<file path="src/rtl/wmask_pkg.sv">
`timescale 1ns/1ps
package wmask_pkg;

  typedef enum logic [1:0] {
    CMD_IDLE = 2'b00,
    CMD_PUSH = 2'b01,
    CMD_FLIP = 2'b10,
    CMD_POP  = 2'b11
  } brCmd_e;

  // strobes from control to the mask datapath
  typedef struct packed {
    logic push;
    logic flip;
    logic pop;
  } stkStrobe_t;

endpackage

</file>
<file path="src/rtl/wmask_ctrl.sv">
`timescale 1ns/1ps
module wmask_ctrl
  import wmask_pkg::*;
#(
  parameter  int DEPTH = 8,
  localparam int CW    = $clog2(DEPTH + 1)
) (
  input  logic          clk,
  input  logic          rstN,
  input  brCmd_e        cmd,
  output stkStrobe_t    strobe,
  output logic [CW-1:0] depthCnt,
  output logic          ovfErr,
  output logic          udfErr
);

  localparam logic [CW-1:0] FULL_CNT = CW'(DEPTH);

  logic stkFull;
  logic stkEmpty;
  logic [CW-1:0] cntQ;

  assign stkFull  = (cntQ == FULL_CNT);
  assign stkEmpty = (cntQ == '0);

  // decide which stack action, if any, is legal this cycle
  always_comb begin
    strobe = '0;
    unique case (cmd)
      CMD_PUSH: strobe.push = !stkFull;
      CMD_FLIP: strobe.flip = !stkEmpty;
      CMD_POP:  strobe.pop  = !stkEmpty;
      default:  strobe      = '0;
    endcase
  end

  always_ff @(posedge clk) begin
    if (!rstN) begin
      cntQ   <= '0;
      ovfErr <= 1'b0;
      udfErr <= 1'b0;
    end else begin
      if (strobe.push)      cntQ <= cntQ + 1'b1;
      else if (strobe.pop)  cntQ <= cntQ - 1'b1;
      ovfErr <= (cmd == CMD_PUSH) && stkFull;
      udfErr <= ((cmd == CMD_POP) || (cmd == CMD_FLIP)) && stkEmpty;
    end
  end

  assign depthCnt = cntQ;

endmodule

</file>
<file path="src/rtl/wmask_dp.sv">
`timescale 1ns/1ps
module wmask_dp
  import wmask_pkg::*;
#(
  parameter int LANES = 32,
  parameter int DEPTH = 8
) (
  input  logic             clk,
  input  logic             rstN,
  input  stkStrobe_t       strobe,
  input  logic [LANES-1:0] pred,
  output logic [LANES-1:0] mask
);

  // entry 0 is the top of stack; the stack shifts on push and pop
  logic [LANES-1:0] stkQ [DEPTH];
  logic [LANES-1:0] maskQ;
  logic [LANES-1:0] topMask;

  assign topMask = stkQ[0];

  for (genvar e = 0; e < DEPTH; e++) begin : g_entry
    logic [LANES-1:0] shiftIn;
    logic [LANES-1:0] shiftOut;

    if (e == 0) begin : g_head
      assign shiftIn = maskQ;
    end else begin : g_body
      assign shiftIn = stkQ[e-1];
    end

    if (e == DEPTH - 1) begin : g_tail
      assign shiftOut = '0;
    end else begin : g_mid
      assign shiftOut = stkQ[e+1];
    end

    always_ff @(posedge clk) begin
      if (!rstN)            stkQ[e] <= '0;
      else if (strobe.push) stkQ[e] <= shiftIn;
      else if (strobe.pop)  stkQ[e] <= shiftOut;
    end
  end

  always_ff @(posedge clk) begin
    if (!rstN)            maskQ <= '1;
    else if (strobe.push) maskQ <= maskQ & pred;
    else if (strobe.flip) maskQ <= topMask & ~maskQ;
    else if (strobe.pop)  maskQ <= topMask;
  end

  assign mask = maskQ;

endmodule

</file>
<file path="src/rtl/wmask_stack.sv">
`timescale 1ns/1ps
module wmask_stack
  import wmask_pkg::*;
#(
  parameter int LANES = 32,
  parameter int DEPTH = 8
) (
  input  logic             clk,
  input  logic             rstN,
  input  logic [1:0]       brCmd,
  input  logic [LANES-1:0] lanePred,
  output logic [LANES-1:0] activeMask,
  output logic             overflowErr,
  output logic             underflowErr
);

  localparam int CW = $clog2(DEPTH + 1);

  stkStrobe_t    strobe;
  logic [CW-1:0] depthCnt;

  wmask_ctrl #(.DEPTH(DEPTH)) ctrl_i (
    .clk      (clk),
    .rstN     (rstN),
    .cmd      (brCmd_e'(brCmd)),
    .strobe   (strobe),
    .depthCnt (depthCnt),
    .ovfErr   (overflowErr),
    .udfErr   (underflowErr)
  );

  wmask_dp #(.LANES(LANES), .DEPTH(DEPTH)) dp_i (
    .clk    (clk),
    .rstN   (rstN),
    .strobe (strobe),
    .pred   (lanePred),
    .mask   (activeMask)
  );

endmodule

</file>
<file path="config.mk">
export PLATFORM = sky130hd
export DESIGN_NAME = wmask_stack
export DESIGN_NICKNAME = d
export VERILOG_FILES = /design/src/rtl/wmask_pkg.sv /design/src/rtl/wmask_ctrl.sv /design/src/rtl/wmask_dp.sv /design/src/rtl/wmask_stack.sv
export SDC_FILE = /design/constraint.sdc
export NUM_CORES = 1
export LEC_CHECK = 0
export ABC_AREA = 0
export ABC_CLOCK_PERIOD_IN_PS = 16800
export BUFFER_PORTS_ARGS = -buffer_cell sky130_fd_sc_hd__buf_2
export CAP_MARGIN = 20
export CORE_ASPECT_RATIO = 0.8
export CORE_MARGIN = 2
export CORE_UTILIZATION = 60
export CTS_CLUSTER_DIAMETER = 50
export DETAILED_ROUTE_END_ITERATION = 10
export PLACE_DENSITY = 0.75
export REMOVE_ABC_BUFFERS = 1
export SLEW_MARGIN = 20
export SYNTH_ARGS = -nofsm -noshare
export SYNTH_HDL_FRONTEND = slang
export SYNTH_SLANG_ARGS = --single-unit
export TNS_END_PERCENT = 1
</file>
<file path="constraint.sdc">
create_clock -name clk -period 16.8 [get_ports clk]
set_input_delay 0 -clock clk [delete_from_list [all_inputs] [get_ports clk]]
set_output_delay 0 -clock clk [all_outputs]
set_load 0.02 [all_outputs]
</file>
==> metrics.csv <==
metric,value,unit
Clock Latency Late Sink,0.54,ns
first-pass GRT wire length,41.7,mm
Final Net Count,1138,
RSZ-0062 raised after global routing,false,
post-synthesis cell type count,37,
dpl hpwl,13.0,mm
Worst Hold Class,in2reg,
final instance area,0.0150,mm2
die span in x,170,um
Fin Hold WS,0.0935,ns
Fin. Hold Viols,0,
"CTS clk-pin slew, worst paths",0.06,ns
post-route insts no fill,1398,
# diodes,0,
top_reg_cell synth,edfxtp_1,
Root Buffer,clkbuf_16,
relative slew slack,16.6,%
Crit. End Element,register,
clk sink count,294,
Highest Clock Rate,265,MHz
Synth async-reset ratio,0,%
drt drc,0,
port buffer count,69,
"commonest non-fill, non-tap cells in the layout","edfxtp_1 (256), nor2b_1 (225), a22oi_1 (224), buf_2 (68), dlygate4sd3_1 (43)",
WS Path Type,reg2reg,
Max-cap violations,0,
Synth Cell Area,0.0132,mm2
clock tree buffer depth,3,
via-per-instance ratio,6.13,
DRT Pass-1 Iters,6,
post-synthesis sequential area ratio,63.8,%
Core ar.,0.0216,mm2
routed length per instance,18.4,um
leak pwr,0.00525,uW
area grow syn2layout,13.1,%
max-slew violations,0,
Post-Syn Instances,1047,
H-tree levels,1,
# setup viols final,0,
Final Cycle Share,22.5,%
postcts setup bufs,0,
CTS tree,done,
GRT Util Overall,22.1,%
Yosys warnings,0,
die height,137,um
die area,0.0233,mm2
Sum Neg Setup Slack,0,ns
worst-margin pin slew,1.25,ns
initial cell density of the core,61.3,%
Top Ports,70,
TritonCTS Buffers,29,
FILL cells,1510,
run status,finished clean,
layout cell share with drive strength beyond 1,11.4,%
number of global-route vias before repair,8020,
final wirelength,25.7,mm
initial antenna violation count,0,
Tmin final,3.78,ns
Storage cell area,0.00845,mm2
Post-Syn Area per Cell,12.6,um2
Worst EP arrival,3.94,ns
# rows,48,
"commonest non-fill, non-tap cell in the layout",edfxtp_1,
power density cells,136,mW/mm2
remaining antenna violation count,0,
skew final,0.00622,ns
area occupied by multi-input gates,0.00424,mm2
GP Congestion,0.762,
largest net degree at the start of global routing,260,
Area after DPL,0.0136,mm2
Final Util,69.3,%
VDD IR max,0.0000762,V
via count,8567,
Setup crit start kind,register,
post-synthesis register bit count,294,
Post-synth EDFFs,256,
crit path max fanout,91,
grt ovf,0,
initial DRC count,1073,
worst path required time,16.97,ns
placed cells,1300,
-- cells in the mapped netlist (all sizes together), types with 2 or more instances --
| cell | n | area, um2 |
|---|---|---|
| edfxtp | 256 | 7690 |
| a22oi | 225 | 1700 |
| nor2b | 225 | 1410 |
| clkbuf | 64 | 240 |
| dfxtp | 38 | 761 |
| buf | 37 | 210 |
| a21oi | 35 | 186 |
| o21ai | 35 | 175 |
| inv | 34 | 128 |
| o221ai | 33 | 289 |
| and3 | 32 | 200 |
| nand2 | 6 | 22.5 |
| nor2 | 4 | 17.5 |
| and2 | 2 | 12.5 |
| ha | 2 | 25.0 |
| nor4b | 2 | 17.5 |
| o211ai | 2 | 15.0 |
-- cells by family (layout without fill, tap and decap cells) --
| kind of cell | Yosys count | count (layout) | share of synthesized area, % |
|---|---|---|---|
| buffers and inverters | 135 | 211 | 4.37 |
| AND/OR/NAND/NOR | 278 | 278 | 13.1 |
| adder cells (fa/ha/maj) | 2 | 2 | 0.189 |
| AO/OA/AOI/OAI | 337 | 337 | 18.5 |
| flip-flops | 294 | 294 | 63.8 |
| XOR/XNOR | 1 | 1 | 0.0661 |
-- state kept, by name (all words and copies together), names as in the netlist --
signal,cells
ctrl_i.depthCnt,4
dp_i.mask,32
ctrl_i.udfErr,1
ctrl_i.ovfErr,1
dp_i.stkQ,256
-- layer usage --
| layer | vias to the layer above | wire length [um] | GRT usage [%] |
|---|---|---|---|
| met1 | 4201 | 12600 | 35.3 |
| met2 | 234 | 11500 | 32.7 |
| met5 | - | 0 | 0 |
| met4 | 0 | 434 | 4.27 |
| li1 | 4094 | - | - |
| met3 | 38 | 1290 | 3.09 |
-- metrics by stage --
step	setup WS (ns)	total power [uW]
after global routing	12.82	2130
after CTS	12.76	2040
after global placement	12.57	1380
after floorplan	5.51	1290
after detailed placement	12.52	1390
final	13.02	2030
-- power by group --
group	internal (uW)	switching [uW]	leakage, uW
combinational	129	233	0.00173
sequential	954	82.5	0.00308
clock	368	268	0.000448
total	1450	584	0.00525
-- critical path: stages, from the launching register on --
cell,delay (ns)
dfxtp_1,0.59
o41a_1,0.35
a22oi_4,0.12
nand2_4,0.68
buf_4,0.82
buf_6,0.67
-- final cells by class --
cell class                 count  area share [%]
tap                          275            2.30
multi-input combinational    618            28.3
sequential                   294            56.4
timing repair buffer         123            5.97
inverter                      34           0.852
clock buffer                  45            5.51
clock inverter                 9           0.660
-- what timing repair did --
action	in CTS	in global routing
endpoints found under the hold margin	34	0
hold buffers	43	0
gates resized for setup	0	0
-- worst paths after layout --
path / from / to / slack, ns / cells past startpoint
min: rstN / dp_i.stkQ[0][62] / 0.09 / 2
max: ctrl_i.depthCnt[1] / dp_i.stkQ[0][44] / 13.02 / 5
min reg2reg: dp_i.mask[15] / dp_i.mask[15] / 0.53 / 2
max reg2reg: ctrl_i.depthCnt[1] / dp_i.stkQ[0][44] / 13.02 / 5
No activity file was read; power rests on OpenSTA's default activity.
